`config.mk`:
```
export PLATFORM = sky130hd
export DESIGN_NAME = bad_block_scan
export DESIGN_NICKNAME = d
export VERILOG_FILES = /design/src/rtl/bbscan_pkg.sv /design/src/rtl/bbscan_page_gen.sv /design/src/rtl/bbscan_byte_judge.sv /design/src/rtl/bad_block_scan.sv
export SDC_FILE = /design/constraint.sdc
export NUM_CORES = 1
export LEC_CHECK = 0
export ABC_CLOCK_PERIOD_IN_PS = 5800
export BUFFER_PORTS_ARGS = -buffer_cell sky130_fd_sc_hd__buf_2
export CORE_ASPECT_RATIO = 0.7
export CORE_MARGIN = 2
export CORE_UTILIZATION = 36
export DETAILED_ROUTE_END_ITERATION = 10
export PLACE_DENSITY = 0.52
export SYNTH_ARGS = -nofsm -noshare
export SYNTH_HDL_FRONTEND = slang
export SYNTH_SLANG_ARGS = --single-unit
```
`constraint.sdc`:
```
create_clock -name clk -period 5.8 [get_ports clk]
set_input_delay 0.58 -clock clk [delete_from_list [all_inputs] [get_ports clk]]
set_output_delay 0.58 -clock clk [all_outputs]
set_load 0.01 [all_outputs]
```
`src/rtl/bbscan_pkg.sv`:
```
package bbscan_pkg;
  typedef enum logic {
    POL_FIRST_BYTE  = 1'b0,
    POL_WHOLE_SPARE = 1'b1
  } scan_pol_e;

  typedef enum logic {
    PG_FIRST  = 1'b0,
    PG_SECOND = 1'b1
  } page_sel_e;
endpackage

```
`src/rtl/bbscan_page_gen.sv`:
```
module bbscan_page_gen
  import bbscan_pkg::*;
#(
  parameter int BLK_W  = 12,
  parameter int PPB_W  = 9,
  parameter int PAGE_W = BLK_W + PPB_W
) (
  input  logic [BLK_W-1:0]  blk,
  input  logic [PPB_W-1:0]  ppb,
  input  scan_pol_e         pol,
  input  page_sel_e         sel,
  output logic [PAGE_W-1:0] page
);
  logic [PAGE_W-1:0] base;
  logic [PAGE_W-1:0] offs;

  always_comb begin
    base = PAGE_W'(blk) * PAGE_W'(ppb);
    if (sel == PG_FIRST)
      offs = '0;
    else if (pol == POL_WHOLE_SPARE)
      offs = PAGE_W'(ppb) - PAGE_W'(1);
    else
      offs = PAGE_W'(1);
    page = base + offs;
  end
endmodule

```
`src/rtl/bbscan_byte_judge.sv`:
```
module bbscan_byte_judge
  import bbscan_pkg::*;
#(
  parameter int DATA_W = 8
) (
  input  logic [DATA_W-1:0] dat,
  input  scan_pol_e         pol,
  input  logic              at_first,
  output logic              hit
);
  logic in_window;

  always_comb begin
    in_window = (pol == POL_WHOLE_SPARE) || at_first;
    hit       = in_window && (dat == '0);
  end
endmodule

```
`src/rtl/bad_block_scan.sv`:
```
module bad_block_scan
  import bbscan_pkg::*;
#(
  parameter int BLK_W  = 12,
  parameter int PPB_W  = 9,
  parameter int SPR_W  = 11,
  parameter int DATA_W = 8,
  localparam int PAGE_W = BLK_W + PPB_W
) (
  input  logic              clk,
  input  logic              rst,
  input  logic              start,
  input  logic              scan_whole,
  input  logic [BLK_W-1:0]  block_num,
  input  logic [PPB_W-1:0]  pages_per_blk,
  input  logic [SPR_W-1:0]  spare_len,
  input  logic              rd_err,
  input  logic              byte_vld,
  input  logic [DATA_W-1:0] byte_dat,
  output logic              fetch_vld,
  output logic [PAGE_W-1:0] fetch_page,
  output logic              busy,
  output logic              done,
  output logic              is_bad,
  output logic              scan_err
);
  scan_pol_e          lat_pol;
  logic [BLK_W-1:0]   lat_blk;
  logic [PPB_W-1:0]   lat_ppb;
  logic [SPR_W-1:0]   lat_spr;
  page_sel_e          sel_q;
  logic [SPR_W-1:0]   cnt_q;

  logic               busy_q, done_q, bad_q, err_q, fv_q;
  logic [PAGE_W-1:0]  page_q;

  logic [PAGE_W-1:0]  first_page, second_page;
  logic               hit, last_byte;
  scan_pol_e          in_pol;

  assign in_pol    = scan_pol_e'(scan_whole);
  assign last_byte = (cnt_q == (lat_spr - SPR_W'(1)));

  bbscan_page_gen #(.BLK_W(BLK_W), .PPB_W(PPB_W), .PAGE_W(PAGE_W)) u_first (
    .blk (block_num),
    .ppb (pages_per_blk),
    .pol (in_pol),
    .sel (PG_FIRST),
    .page(first_page)
  );

  bbscan_page_gen #(.BLK_W(BLK_W), .PPB_W(PPB_W), .PAGE_W(PAGE_W)) u_second (
    .blk (lat_blk),
    .ppb (lat_ppb),
    .pol (lat_pol),
    .sel (PG_SECOND),
    .page(second_page)
  );

  bbscan_byte_judge #(.DATA_W(DATA_W)) u_judge (
    .dat     (byte_dat),
    .pol     (lat_pol),
    .at_first(cnt_q == '0),
    .hit     (hit)
  );

  always_ff @(posedge clk) begin
    if (rst) begin
      busy_q  <= 1'b0;
      done_q  <= 1'b0;
      bad_q   <= 1'b0;
      err_q   <= 1'b0;
      fv_q    <= 1'b0;
      page_q  <= '0;
      sel_q   <= PG_FIRST;
      cnt_q   <= '0;
      lat_pol <= POL_FIRST_BYTE;
      lat_blk <= '0;
      lat_ppb <= '0;
      lat_spr <= '0;
    end else begin
      done_q <= 1'b0;
      fv_q   <= 1'b0;
      if (!busy_q) begin
        if (start) begin
          busy_q  <= 1'b1;
          bad_q   <= 1'b0;
          err_q   <= 1'b0;
          fv_q    <= 1'b1;
          page_q  <= first_page;
          sel_q   <= PG_FIRST;
          cnt_q   <= '0;
          lat_pol <= in_pol;
          lat_blk <= block_num;
          lat_ppb <= pages_per_blk;
          lat_spr <= spare_len;
        end
      end else if (rd_err) begin
        busy_q <= 1'b0;
        done_q <= 1'b1;
        err_q  <= 1'b1;
      end else if (byte_vld) begin
        if (hit) begin
          busy_q <= 1'b0;
          done_q <= 1'b1;
          bad_q  <= 1'b1;
        end else if (last_byte) begin
          if (sel_q == PG_FIRST) begin
            sel_q  <= PG_SECOND;
            cnt_q  <= '0;
            fv_q   <= 1'b1;
            page_q <= second_page;
          end else begin
            busy_q <= 1'b0;
            done_q <= 1'b1;
          end
        end else begin
          cnt_q <= cnt_q + SPR_W'(1);
        end
      end
    end
  end

  assign fetch_vld  = fv_q;
  assign fetch_page = page_q;
  assign busy       = busy_q;
  assign done       = done_q;
  assign is_bad     = bad_q;
  assign scan_err   = err_q;

  AST_FETCH_WHILE_BUSY: assert property (@(posedge clk) disable iff (rst)
    fetch_vld |-> busy);
  AST_DONE_IDLE: assert property (@(posedge clk) disable iff (rst)
    done |-> !busy);
  AST_DONE_PULSE: assert property (@(posedge clk) disable iff (rst)
    done |=> !done);
  AST_VERDICT_EXCL: assert property (@(posedge clk) disable iff (rst)
    !(is_bad && scan_err));
  AST_RESULT_HOLD: assert property (@(posedge clk) disable iff (rst)
    (!busy && !start) |=> ($stable(is_bad) && $stable(scan_err)));
  AST_NO_STRAY_FETCH: assert property (@(posedge clk) disable iff (rst)
    (busy && !byte_vld && !rd_err) |=> (busy && $stable(fetch_page) && !fetch_vld));
  AST_ERR_ENDS: assert property (@(posedge clk) disable iff (rst)
    (busy && rd_err) |=> (done && scan_err));
endmodule

```
* After elaboration in Yosys (flattened, before gate mapping)
Index checks and enable logic that the tools add are counted.
** Cells by class
- Reductions and logical operators :: 12
- Mux-type cells :: 44
- Add/sub/neg operators :: 4
- Div/mod/pow operators :: 0
- Shift operators :: 0
- Multipliers :: 2
- Bitwise operators :: 1
- Eq/ne operators :: 9
- Magnitude comparators :: 0
** Operator list (count)
- 21-bit 2-to-1 mux :: 8
- 11-bit 2-to-1 mux :: 7
- 12-bit by 9-bit multiplier with 21-bit output :: 2
- 1-bit 2-to-1 mux :: 29
- 21-bit adder :: 1
- 11-bit by 1-bit adder with 11-bit output (second input constant) :: 1
- 11-bit == test :: 1
- 11-bit zero test :: 1
- 11-bit by 1-bit subtractor with 11-bit output (second input constant) :: 1
- 2-bit inequality test (second input constant) :: 5
- 5-bit AND reduction :: 2
- 9-bit by 1-bit subtractor with 10-bit output (second input constant) :: 1
- 8-bit zero test :: 1
- 6-bit AND reduction :: 1
- 2-bit by 1-bit inequality test with 1-bit output (second input constant) :: 2
- 2-bit AND reduction :: 2
- 4-bit AND reduction :: 1
- 3-bit inequality test (second input constant) :: 1
- 2-bit nonzero test :: 1
- 2-bit OR reduction :: 1
- 1-bit logical AND :: 1
- 1-bit logical OR :: 1
- 1-bit NOT :: 1
** Word-level totals
- Memory bits (read-only) :: 0
- Word-level logic and storage cells :: 84
- Output and inout port bits :: 26
- Bits in latches :: 0
- Memories :: 0
- Flip-flop bits (word level) :: 71
- Input port bits :: 46
- RAM bits :: 0

* Logic depth before layout (Yosys ltp)
Gate-level depths: netlist of the first run.
- Word-level depth :: 9
- Depth in mapped cells :: 22
- Mapped depth without buffers :: 20

* Hierarchy
A second synthesis of the first run with hierarchy kept.
** Unflattened totals
- Cells, all modules :: 1434
- Area, all modules :: 12226.7 µm²
** Modules (own cells, without submodules)
- bbscan_page_gen at u_second :: times used 1, seq. area each 0.0 µm², area an instance 4296.6 µm², cells each 522
- bbscan_page_gen at u_first :: times used 1, seq. area each 0.0 µm², area an instance 4249.1 µm², cells each 500
- bad_block_scan :: times used 1, seq. area each 1421.4 µm², area an instance 3646.0 µm², cells each 409
- bbscan_byte_judge :: times used 1, seq. area each 0.0 µm², area an instance 35.0 µm², cells each 3

* Worst setup path before layout of the first run
Ideal clock, no wire load.
- Kind :: flip-flop to flip-flop
- Start point :: register lat_ppb[0]
- End point :: register page_q[20], in the netlist fetch_page[20]
- Path slack :: 531 ps
- Setup time :: 119 ps
- Arrival time :: 5150 ps
- Stages on the path, launching flop included :: 21
- Period minus slack after synthesis :: 5269 ps
- Required time :: 5681 ps
- Buffers on the path :: 1
- Cells stage by stage :: dfxtp_1 -> clkbuf_1 -> nand2_1 -> fa_1 -> inv_1 -> fa_1 -> inv_1 -> fa_1 -> inv_1 -> fa_1 -> inv_1 -> fa_1 -> inv_1 -> ha_1 -> o21ai_0 -> a21oi_1 -> o221ai_1 -> o31ai_1 -> a31oi_1 -> mux2i_1 -> o221a_2
** On the way
- Word-level cells in the longest chain between the ends :: 9
- Elaborated cells between the ends (all ways) :: 10
- Those cells by class :: add/sub: 2; mul: 1; mux: 7
** RTL lines
- from (decl) :: RTL line bad_block_scan.sv:29 : logic [PPB_W-1:0] lat_ppb;
- from (signal assigned) :: RTL line bad_block_scan.sv:95 : lat_ppb <= pages_per_blk;
- parallel branches: the longest is 2 deep, another holds 12-bit by 9-bit multiplier with 21-bit output
- 21-bit adder * :: RTL line bbscan_page_gen.sv:25 : page = base + offs;
- 21-bit 2-to-1 mux * :: RTL line bad_block_scan.sv:108 : if (sel_q == PG_FIRST) begin
- 21-bit 2-to-1 mux * :: RTL line bad_block_scan.sv:107 : end else if (last_byte) begin
- 21-bit 2-to-1 mux * :: RTL line bad_block_scan.sv:103 : if (hit) begin
- 21-bit 2-to-1 mux * :: RTL line bad_block_scan.sv:102 : end else if (byte_vld) begin
- 21-bit 2-to-1 mux * :: RTL line bad_block_scan.sv:98 : end else if (rd_err) begin
- 21-bit 2-to-1 mux * :: RTL line bad_block_scan.sv:84 : if (!busy_q) begin
- to (signal assigned) :: RTL line bad_block_scan.sv:90 : page_q <= first_page;
- to (signal assigned) :: RTL line bad_block_scan.sv:112 : page_q <= second_page;
- to (decl) :: RTL line bad_block_scan.sv:35 : logic [PAGE_W-1:0] page_q;
Every way passes the cells marked *. The select of a mux whose other input is x is not followed.
A chain may end at the register's enable or synchronous reset.

* Final worst setup path of the first run
- Start point :: register lat_blk[11]
- End point :: register page_q[20], in the netlist fetch_page[20]
** On the way
- Word-level cells in the longest chain between the ends :: 8
** RTL lines
- from (decl) :: RTL line bad_block_scan.sv:28 : logic [BLK_W-1:0] lat_blk;
- from (signal assigned) :: RTL line bad_block_scan.sv:94 : lat_blk <= block_num;
- 12-bit by 9-bit multiplier with 21-bit output :: RTL line bbscan_page_gen.sv:18 : base = PAGE_W'(blk) * PAGE_W'(ppb);
- 21-bit adder :: RTL line bbscan_page_gen.sv:25
- 21-bit 2-to-1 mux :: RTL line bad_block_scan.sv:108
- 21-bit 2-to-1 mux :: RTL line bad_block_scan.sv:107
- 21-bit 2-to-1 mux :: RTL line bad_block_scan.sv:103
- 21-bit 2-to-1 mux :: RTL line bad_block_scan.sv:102
- 21-bit 2-to-1 mux :: RTL line bad_block_scan.sv:98
- 21-bit 2-to-1 mux :: RTL line bad_block_scan.sv:84
Every way passes these cells. The select of a mux whose other input is x is not followed.

==> metrics.txt, run 1 <==
status=complete, no violations; core footprint=29200 um2; VDD IR max=0.000170 V; port buffer count=71; largest family of logic cells by synthesized area=adder cells; Detailed Place HPWL=23.0 mm; Clock transition at path regs=0.06 ns; TritonCTS clock tree=done; # diodes=0; Post-Synthesis Cells=1323; Setup CP Type=flop to flop; DIE HEIGHT=149 um; HP Class=primary input to flop; count of final hold-check violations=0; total power=2.76 mW; Achievable Freq=182 MHz; WP data arrival=5.79 ns; critical path startpoint category=flop; CTS buffer count=9; Post-CTS Resized=0; Final setup viols=0; CTS hold repair buffers=0; leading area contributor after synthesis=fa_1; Final Cell Area=11800 um2; fin nets=1650; Area Growth Syn to Fin=8.91%; Worst EP required=6.10 ns; Longest Clk Path Bufs=2; post-synthesis net count=1620; Layout Skew=0.00547 ns; post-synthesis mux area share=0.00383; Yosys reg bits=71; Placed Area=11500 um2; routability congestion estimate=0.848; share of post-route cells with drive strength above 1=0.0907; Fin Hold WS=0.460 ns; Adder-Cell Fraction of Synth Area=0.401; post-synthesis sequential area ratio=0.132; Netlist cell types=62; initial core utilization=0.369; asr flop ratio synth=0; leakage=5.85 nW; Synth Area in Simple Gates=0.211; drt first-iter violations=478; vias per cell=5.07; clock insertion delay at the later pin of the skew report=0.35 ns; top cell type's share of synthesized area=0.293; antenna viol nets, final=0; number of global-route vias before repair=8810; Post-CTS Setup Repair Bufs=0; Die Area=31400 um2; ranking of synthesized cells by area=fa_1 (29%), dfxtp_1 (13%), ha_1 (11%); Setup TNS=0 ns; ys flop type=dfxtp_1; total grt overflow=0; H-tree depth=3; fin util=0.402; fin crit share=0.947; io pins=72; post-synthesis xor/xnor area fraction=0.0382; RSZ-0062 raised after global routing=no; MaxCap Viol Count=0; crit-path max FO=10; P per Cell Area=234 nW/um2; post-route minimum period=5.49 ns; Cell Area, Synth=10800 um2; Compound-Gate Fraction of Synth Area=0.116; first-pass GRT wire length=47.4 mm; CTS sink cnt=71; setup ws final=0.309 ns; CP Capture Type=flop; largest net degree at the start of global routing=60; initial antenna violation count=0; measured slew at the worst slew-check pin=1.11 ns; Ys Warns=0; Max-slew headroom=0.260; max-slew violations=0; drt pass-1 iters=5; mean post-synth cell area=8.16 um2; final non-filler cell total=1734; total global-route track usage=0.193; total number of vias=8799; CTS Root Cell=clkbuf_16; number of synthesized flops with an enable pin=0; DP Cell Count=1720; std cell rows=52; fillers=3096; worst setup slack after placement=0.182 ns; DRC violations left=0; die width=211 um; commonest cells after routing, fill and taps aside=nand2_1 (225), inv_1 (203), fa_1 (158); most common cell after layout, fill and taps aside=nand2_1; final wirelength=28.6 mm; Wirelength per Cell=16.5 um
[final cells by class]
class | count | area [um2] | area share
Clock buffer | 10 | 229 | 0.0195
Clock inverter | 4 | 25.0 | 0.00213
Inverter | 204 | 766 | 0.0652
Multi-Input combinational cell | 974 | 8310 | 0.707
Sequential cell | 71 | 1430 | 0.121
Tap cell | 378 | 473 | 0.0403
Timing Repair Buffer | 93 | 520 | 0.0443
[sequential cells by signal (all words and copies together) (netlist names)]
| register | cells |
|---|---|
| is_bad | 1 |
| cnt_q | 11 |
| fetch_page | 21 |
| done | 1 |
| busy | 1 |
| lat_pol | 1 |
| fetch_vld | 1 |
| lat_ppb | 9 |
| lat_spr | 11 |
| scan_err | 1 |
| lat_blk | 12 |
| sel_q | 1 |
[worst paths after layout]
check	startpoint	endpoint	slack, ns	cells after the start
setup / recovery	lat_blk[11]	fetch_page[20]	0.31	18
hold / removal	spare_len[10]	lat_spr[10]	0.46	3
setup reg to reg	lat_blk[11]	fetch_page[20]	0.31	18
hold reg to reg	fetch_page[3]	fetch_page[3]	0.48	2
[Yosys cell counts (all sizes together), types with 3 or more instances]
library cell  instances
fa                  158
nand4                 6
nand2b               10
o211ai                3
nand2               225
nor2b                 7
o31ai                 9
mux2i                 3
dfxtp                71
ha                   93
a21boi                4
nor4b                 4
a211oi               24
xnor2                32
xor2                 15
a21o                 13
nor3                 18
o21a                  6
o21ai                40
nor4                  4
a21oi                63
inv                 203
nand3                10
a31oi                 7
or2                   4
and3                  8
a311oi                5
or3                   7
and2                101
o21bai                6
or4                   3
buf                  11
nor2                 61
clkbuf               63
[layer usage]
metal / up-vias / share of wire / wire (um) / global-route usage
met2: 191 / 0.42 / 12200 / 0.291
met5: - / 0 / 0 / 0
met4: 0 / 0.0053 / 151 / 0.0250
met3: 13 / 0.048 / 1380 / 0.0345
li1: 4254 / - / - / -
met1: 4341 / 0.52 / 14900 / 0.294
[logic make-up after synthesis]
| group | after synthesis |
|---|---|
| multiplexers | 4 |
| AO/OA/AOI/OAI | 197 |
| flip-flops | 71 |
| AND/OR/NAND/NOR | 475 |
| adder cells (fa/ha/maj) | 251 |
| buffers and inverters | 278 |
| XOR/XNOR | 47 |
[power by group]
group	switching, mW	internal [mW]	leakage, nW
clock	0.231	0.283	0.120
sequential	0.0648	0.537	0.584
combinational	0.949	0.691	5.14
total	1.24	1.51	5.85
[critical path: stages, from the launching register on]
cell,delay [ns]
dfxtp_1,0.55
nand2_1,0.14
fa_1,0.55
inv_1,0.06
fa_1,0.49
fa_1,0.51
fa_1,0.54
inv_1,0.07
fa_1,0.50
inv_1,0.04
ha_1,0.36
a21o_1,0.21
a21oi_1,0.14
nor2b_1,0.08
o41ai_1,0.34
o31ai_2,0.20
a31oi_1,0.24
mux2i_1,0.22
o221a_2,0.20
Power figures use the tool's default switching activity.
==> run 2, diff against run 1 <==
--- a/config.mk
+++ b/config.mk
@@ -10,8 +10,10 @@
 export CORE_ASPECT_RATIO = 0.7
 export CORE_MARGIN = 2
 export CORE_UTILIZATION = 36
+export CTS_CLUSTER_SIZE = 40
 export DETAILED_ROUTE_END_ITERATION = 10
 export PLACE_DENSITY = 0.52
 export SYNTH_ARGS = -nofsm -noshare
 export SYNTH_HDL_FRONTEND = slang
+export SYNTH_HIERARCHICAL = 1
 export SYNTH_SLANG_ARGS = --single-unit
==> run 2 against run 1 <==
Largest power group unchanged. Critical path depth up 2. Via count up 11%. Hold slack worse by 0.021 ns. Worst setup slack worse by 0.0075 ns.
==> metrics.txt, run 2 <==
Detailed Place HPWL=27.3 mm (+19%); RSZ-0062 raised after global routing=no; die width=224 um (+6.3%); top cell type's share of synthesized area=0.285 (-0.00827); status=complete, no violations; Netlist cell types=84 (+35%); Crit path top cell by count=fa_1; clock network power share=0.175 (-0.011); ranking of synthesized cells by area=fa_1 (28%), dfxtp_1 (12%), ha_1 (10%); core footprint=33500 um2 (+15%); total global-route track usage=0.198 (+0.00475); P per Cell Area=276 nW/um2 (+18%); CTS Root Cell=clkbuf_16; MaxCap Viol Count=0 (unchanged); Max-slew headroom=0.407 (+0.147); H-tree depth=3 (unchanged); Wirelength per Cell=16.9 um (+2.3%); R2R setup slack=0.30 ns (about the same); leakage=6.72 nW (+15%); Area Growth Syn to Fin=10.3%; P_int=1.99 mW (+32%); most common cell after layout, fill and taps aside=inv_1; Layout Skew=0.0167 ns (+0.0112 ns); max reg flops=21 (unchanged); Fin Hold WS=0.439 ns (-0.0214 ns); leading area contributor after synthesis=fa_1; mean post-synth cell area=8.53 um2 (+4.6%); Clock transition at path regs=0.07 ns (about the same); Hold Crit Endpoint=lat_spr[1]; clock insertion delay at the later pin of the skew report=0.38 ns (+0.03 ns); fillers=3456 (+12%); RR Endpoint=fetch_page[20]; Post-CTS Resized=0 (unchanged); dominant cell by count in the synthesized netlist=inv_1; crit-path cells=and2_1 > fa_1 > inv_1 > fa_1 > inv_1 > fa_1 > fa_1 > inv_1 > fa_1 > inv_1 > ha_1 > a21oi_1 > nand2_1 > a21bo_2 > a22oi_1 > a41oi_1 > xnor2_1 > mux2i_1 > o21ai_1 > o311a_1; crit-path max FO=9 (-1); # diodes=0 (unchanged); total number of vias=9786 (+11%); std cell rows=56 (+7.7%); VDD IR max=0.000230 V (+35%); Crit path max-delay family=adder cells; critical hold path startpoint=spare_len[1]; number of global-route vias before repair=9814 (+11%); drt first-iter violations=622 (+30%); Ys Warns=6 (+6); WP buf/inv=4 (+1); CP Capture Type=flop; routability congestion estimate=0.883 (+4.0%); stages on the worst setup path=20 (+2); largest net degree at the start of global routing=79 (+32%); max-slew violations=0 (unchanged); Worst path slowest cell=fa_1; Setup TNS=0 ns (unchanged); measured slew at the worst slew-check pin=0.888 ns (-0.222 ns); CTS hold repair buffers=0 (unchanged); Sw Ratio=0.465 (+0.0136); count of final hold-check violations=0 (unchanged); worst reg2reg startpoint=lat_blk[5]; Cell Area, Synth=12200 um2 (+13%); Switch Pwr=1.73 mW (+39%); Post-CTS Setup Repair Bufs=0 (unchanged); Hold Crit Depth=3 (unchanged); fin crit share=0.948 (+0.00129); commonest cells after routing, fill and taps aside=inv_1 (248), nand2_1 (210), fa_1 (174); post-route minimum period=5.50 ns (+0.00746 ns); post-synthesis sequential area ratio=0.116 (-0.0155); vias per cell=5.03 (-0.80%); Achievable Freq=182 MHz (-0.14%); Yosys reg bits=71 (unchanged); share of post-route cells with drive strength above 1=0.121 (+0.0299); Setup CP Type=flop to flop; antenna viol nets, final=0 (unchanged); critical path startpoint category=flop; crit-path max cell delay=0.54 ns (about the same); final wirelength=32.8 mm (+15%); total grt overflow=0 (unchanged); CTS buffer count=9 (unchanged); drt pass-1 iters=7 (+2); port buffer count=71 (unchanged); HP Class=primary input to flop; DIE HEIGHT=158 um (+6.3%); Longest Clk Path Bufs=2 (unchanged); Post-synth top cells=inv_1 (248), nand2_1 (210), fa_1 (174), and2_1 (112), ha_1 (101); Seq pwr share=0.164 (-0.054); TritonCTS clock tree=done; first-pass GRT wire length=54.6 mm (+15%); io pins=72 (unchanged); ys flop type=dfxtp_1; number of synthesized flops with an enable pin=0 (unchanged); Worst EP required=6.06 ns (-0.04 ns); WP data arrival=5.75 ns (-0.04 ns); CTS sink cnt=71 (unchanged); Post-Synthesis Cells=1434 (+8.4%); initial antenna violation count=0 (unchanged); fin nets=1825 (+11%); initial core utilization=0.365 (-0.00426); R2R cell count=20 (+2); DRC violations left=0 (unchanged); Die Area=35500 um2 (+13%); asr flop ratio synth=0 (unchanged); Final setup viols=0 (unchanged); Logic pwr share=0.661 (+0.066)
## run 2: cell count changes in the layout (fill, tap and decap cells not counted), sizes merged, moves of 9 or more
cell and delta:
inv +47, buf +26, nor2 -23, o311a +21, a211oi -20, mux2i +20
a21oi +16, fa +16, nand2 -14, xnor2 +13, and2 +11, o2bb2ai +11
o31ai -9
## run 2: kinds of logic (layout without fill, tap and decap cells)
logic type | count (synthesis) | in the layout | synth area share
other | 2 | 8 | 0.000614
AOI/OAI and AO/OA | 217 | 217 | 0.126
xor gates and xnor gates | 65 | 65 | 0.0472
DFF | 71 | 71 | 0.116
buffers and inverters | 314 | 383 | 0.106
and+or+nand+nor | 466 | 466 | 0.196
muxes | 24 | 24 | 0.0198
adders and majority gates | 275 | 275 | 0.388
## run 2: metrics by stage
stage          instance area [um2]  setup slack [ns]  instances  power [mW]  utilization
2_1_floorplan                12200             0.190       1440        2.35            -
3_3_place_gp                 13200             0.165       1928        3.06        0.393
3_5_place_dp                 13200             0.104       1928        3.06        0.393
4_1_cts                      13500             0.192       1944        3.73        0.403
5_1_grt                      13500           0.00327       1944        4.09        0.403
6_report                     13500             0.302       1944        3.72        0.403
## run 2: tightest hold or removal path: stages
cell	delay (ns)
buf_2	0.10
nand2_1	0.05
a21oi_1	0.05
## run 2: layer usage
metal	GRT usage	wire (um)
met1	0.307	17500
met2	0.279	12900
met3	0.0449	2050
met4	0.0309	313
met5	0	0
## run 2: how the worst max path moves through the flow
stage                     startpoint              to
floorplan           pages_per_blk[2]  fetch_page[17]
global placement    pages_per_blk[2]  fetch_page[19]
detailed placement  pages_per_blk[2]  fetch_page[17]
CTS                       lat_ppb[5]  fetch_page[20]
global route              lat_blk[5]  fetch_page[15]
finish                    lat_blk[5]  fetch_page[20]
## run 2: area by class of cell
type,instances,area [um2],area share
well taps,435,544,0.0404
clock buffers,9,225,0.0167
inverters,248,931,0.0690
multi-input cells,1055,9540,0.708
flip-flops and latches,71,1430,0.106
clock inverters,7,103,0.00761
repair buffers,119,716,0.0531
## run 2: power by group through the flow
stage	Clock (mW)	Combinational, mW	Sequential [mW]
final	0.651	2.46	0.608
after CTS	0.670	2.45	0.609
after floorplan	0	1.75	0.606
after detailed placement	0	2.44	0.620
after global routing	0.682	2.79	0.617
after global placement	0	2.44	0.619
==> run 3, diff against run 2 <==
--- a/config.mk
+++ b/config.mk
@@ -12,7 +12,6 @@
 export CORE_UTILIZATION = 36
 export CTS_CLUSTER_SIZE = 40
 export DETAILED_ROUTE_END_ITERATION = 10
-export PLACE_DENSITY = 0.52
 export SYNTH_ARGS = -nofsm -noshare
 export SYNTH_HDL_FRONTEND = slang
 export SYNTH_HIERARCHICAL = 1
==> run 3 against run 2 <==
Via count increased by 1.6%. Core utilization about the same. Total power decreased by 0.48%.
==> metrics.txt, run 3 (synthesis results as in run 2) <==
Longest Clk Path Bufs=2 (unchanged); commonest cells after routing, fill and taps aside=inv_1 (248), nand2_1 (210), fa_1 (174); stages on the worst setup path=19 (-5.0%); CTS buffer count=9 (unchanged); port buffer count=71 (unchanged); worst reg2reg startpoint=lat_ppb[5]; H-tree depth=3 (unchanged); count of final hold-check violations=0 (unchanged); Worst EP required=6.05 ns (about the same); DIE HEIGHT=158 um (unchanged); measured slew at the worst slew-check pin=0.904 ns (+0.0153 ns); Hold Crit Depth=3 (unchanged); R2R setup slack=0.29 ns (-0.02 ns); Area Growth Syn to Fin=10.4% (about the same); total global-route track usage=0.197 (-0.000470); number of global-route vias before repair=10139 (+3.3%); VDD IR max=0.000235 V (+2.2%); first-pass GRT wire length=54.8 mm (+0.46%); final wirelength=32.8 mm (about the same); crit-path cells=nand2_1 > fa_1 > inv_1 > fa_1 > fa_1 > fa_1 > inv_1 > fa_1 > inv_1 > ha_1 > and3_1 > nor4b_1 > a22oi_1 > buf_4 > a41oi_1 > xnor2_1 > mux2i_1 > o21ai_1 > o311a_1; total number of vias=9944 (+1.6%); vias per cell=5.11 (+1.5%); fin util=0.403 (about the same); RSZ-0062 raised after global routing=no; fin nets=1827 (+0.11%); fin crit share=0.951 (+0.00272); Clock transition at path regs=0.07 ns (about the same); Final setup viols=0 (unchanged); leakage=6.73 nW (about the same); P per Cell Area=274 nW/um2 (-0.54%); largest net degree at the start of global routing=79 (unchanged); die width=224 um (unchanged); CP Capture Type=flop; clock insertion delay at the later pin of the skew report=0.37 ns (about the same); std cell rows=56 (unchanged); post-route minimum period=5.51 ns (+0.0158 ns); Wirelength per Cell=16.8 um (-0.23%); drt pass-1 iters=5 (-2); initial core utilization=0.365 (unchanged); drt first-iter violations=636 (+2.3%); TritonCTS clock tree=done; Crit path max-delay family=adder cells; most common cell after layout, fill and taps aside=inv_1; crit-path max cell delay=0.66 ns (+0.12 ns); io pins=72 (unchanged); DRC violations left=0 (unchanged); Setup TNS=0 ns (unchanged); final non-filler cell total=1947 (+0.15%); Post-CTS Setup Repair Bufs=0 (unchanged); crit-path max FO=10 (+1); HP Class=primary input to flop; Die Area=35500 um2 (unchanged); DP Cell Count=1930 (+0.10%); WP buf/inv=4 (unchanged); Fin Hold WS=0.451 ns (+0.0118 ns); Setup CP Type=flop to flop; core footprint=33500 um2 (unchanged); CTS sink cnt=71 (unchanged); total grt overflow=0 (unchanged); Hold Crit Endpoint=lat_spr[7]; max reg flops=21 (unchanged); Layout Skew=0.0166 ns (-0.0000600 ns); RR Endpoint=fetch_page[20]; MaxCap Viol Count=0 (unchanged); Max-slew headroom=0.397 (-0.0102); antenna viol nets, final=0 (unchanged); critical path startpoint category=flop; WP data arrival=5.77 ns (+0.02 ns); critical hold path startpoint=spare_len[7]; Worst path slowest cell=dfxtp_1; max-slew violations=0 (unchanged); R2R cell count=19 (-5.0%); Achievable Freq=181 MHz (-0.29%); CTS Root Cell=clkbuf_16; Detailed Place HPWL=27.2 mm (-0.49%); status=complete, no violations; Crit path top cell by count=fa_1; share of post-route cells with drive strength above 1=0.121 (+0.000502); initial antenna violation count=1 (+1); routability congestion estimate=0.895 (+1.4%)
## run 3: worst min-delay path: stages
cell and delay [ns]:
buf_2 0.10, nand2_1 0.05, a21oi_1 0.05
## run 3: per-stage QoR
step           worst slack (ns)  cell area (um2)  total power, mW
5_1_grt                  0.0118            13500             4.08
4_1_cts                   0.277            13500             3.69
3_3_place_gp             0.0320            13200             3.03
6_report                  0.286            13500             3.70
3_5_place_dp             0.0209            13200             3.05
2_1_floorplan             0.190            12200             2.35
## run 3: area by class of cell
cell class,instances,area (um2)
Timing Repair Buffer,121,731
Sequential cell,71,1420
Tap cell,435,544
Clock inverter,6,75.1
Clock buffer,10,239
Inverter,248,931
Fill cell,3353,20000
Multi-Input combinational cell,1055,9550
Antenna cell,1,2.50
## run 3: per-layer routing
metal / GRT usage / vias to the layer above / wire [um]
met4: 0.0464 / 0 / 557
met2: 0.277 / 275 / 13100
met1: 0.300 / 4916 / 16900
met5: 0 / - / 0
li1: - / 4722 / -
met3: 0.0483 / 31 / 2310
## run 3: timing repair
item,CTS,global route
resized for setup,0,2
endpoints found under the setup margin,0,2
hold buffers,0,0
endpoints found under the hold margin,0,0
## run 3: worst max-delay path by stage
stage                           endpoint        startpoint  slack [ns]
after floorplan           fetch_page[17]  pages_per_blk[2]        0.19
final                     fetch_page[20]        lat_ppb[5]        0.29
after global routing      fetch_page[20]        lat_ppb[6]        0.01
after global placement    fetch_page[19]  pages_per_blk[5]        0.03
after CTS                 fetch_page[20]        lat_blk[6]        0.28
after detailed placement  fetch_page[19]  pages_per_blk[2]        0.02
## run 3: where the power goes
group	switching (mW)	total, mW	internal [mW]
sequential	0.0675	0.609	0.542
clock	0.263	0.615	0.352
combinational	1.41	2.48	1.07
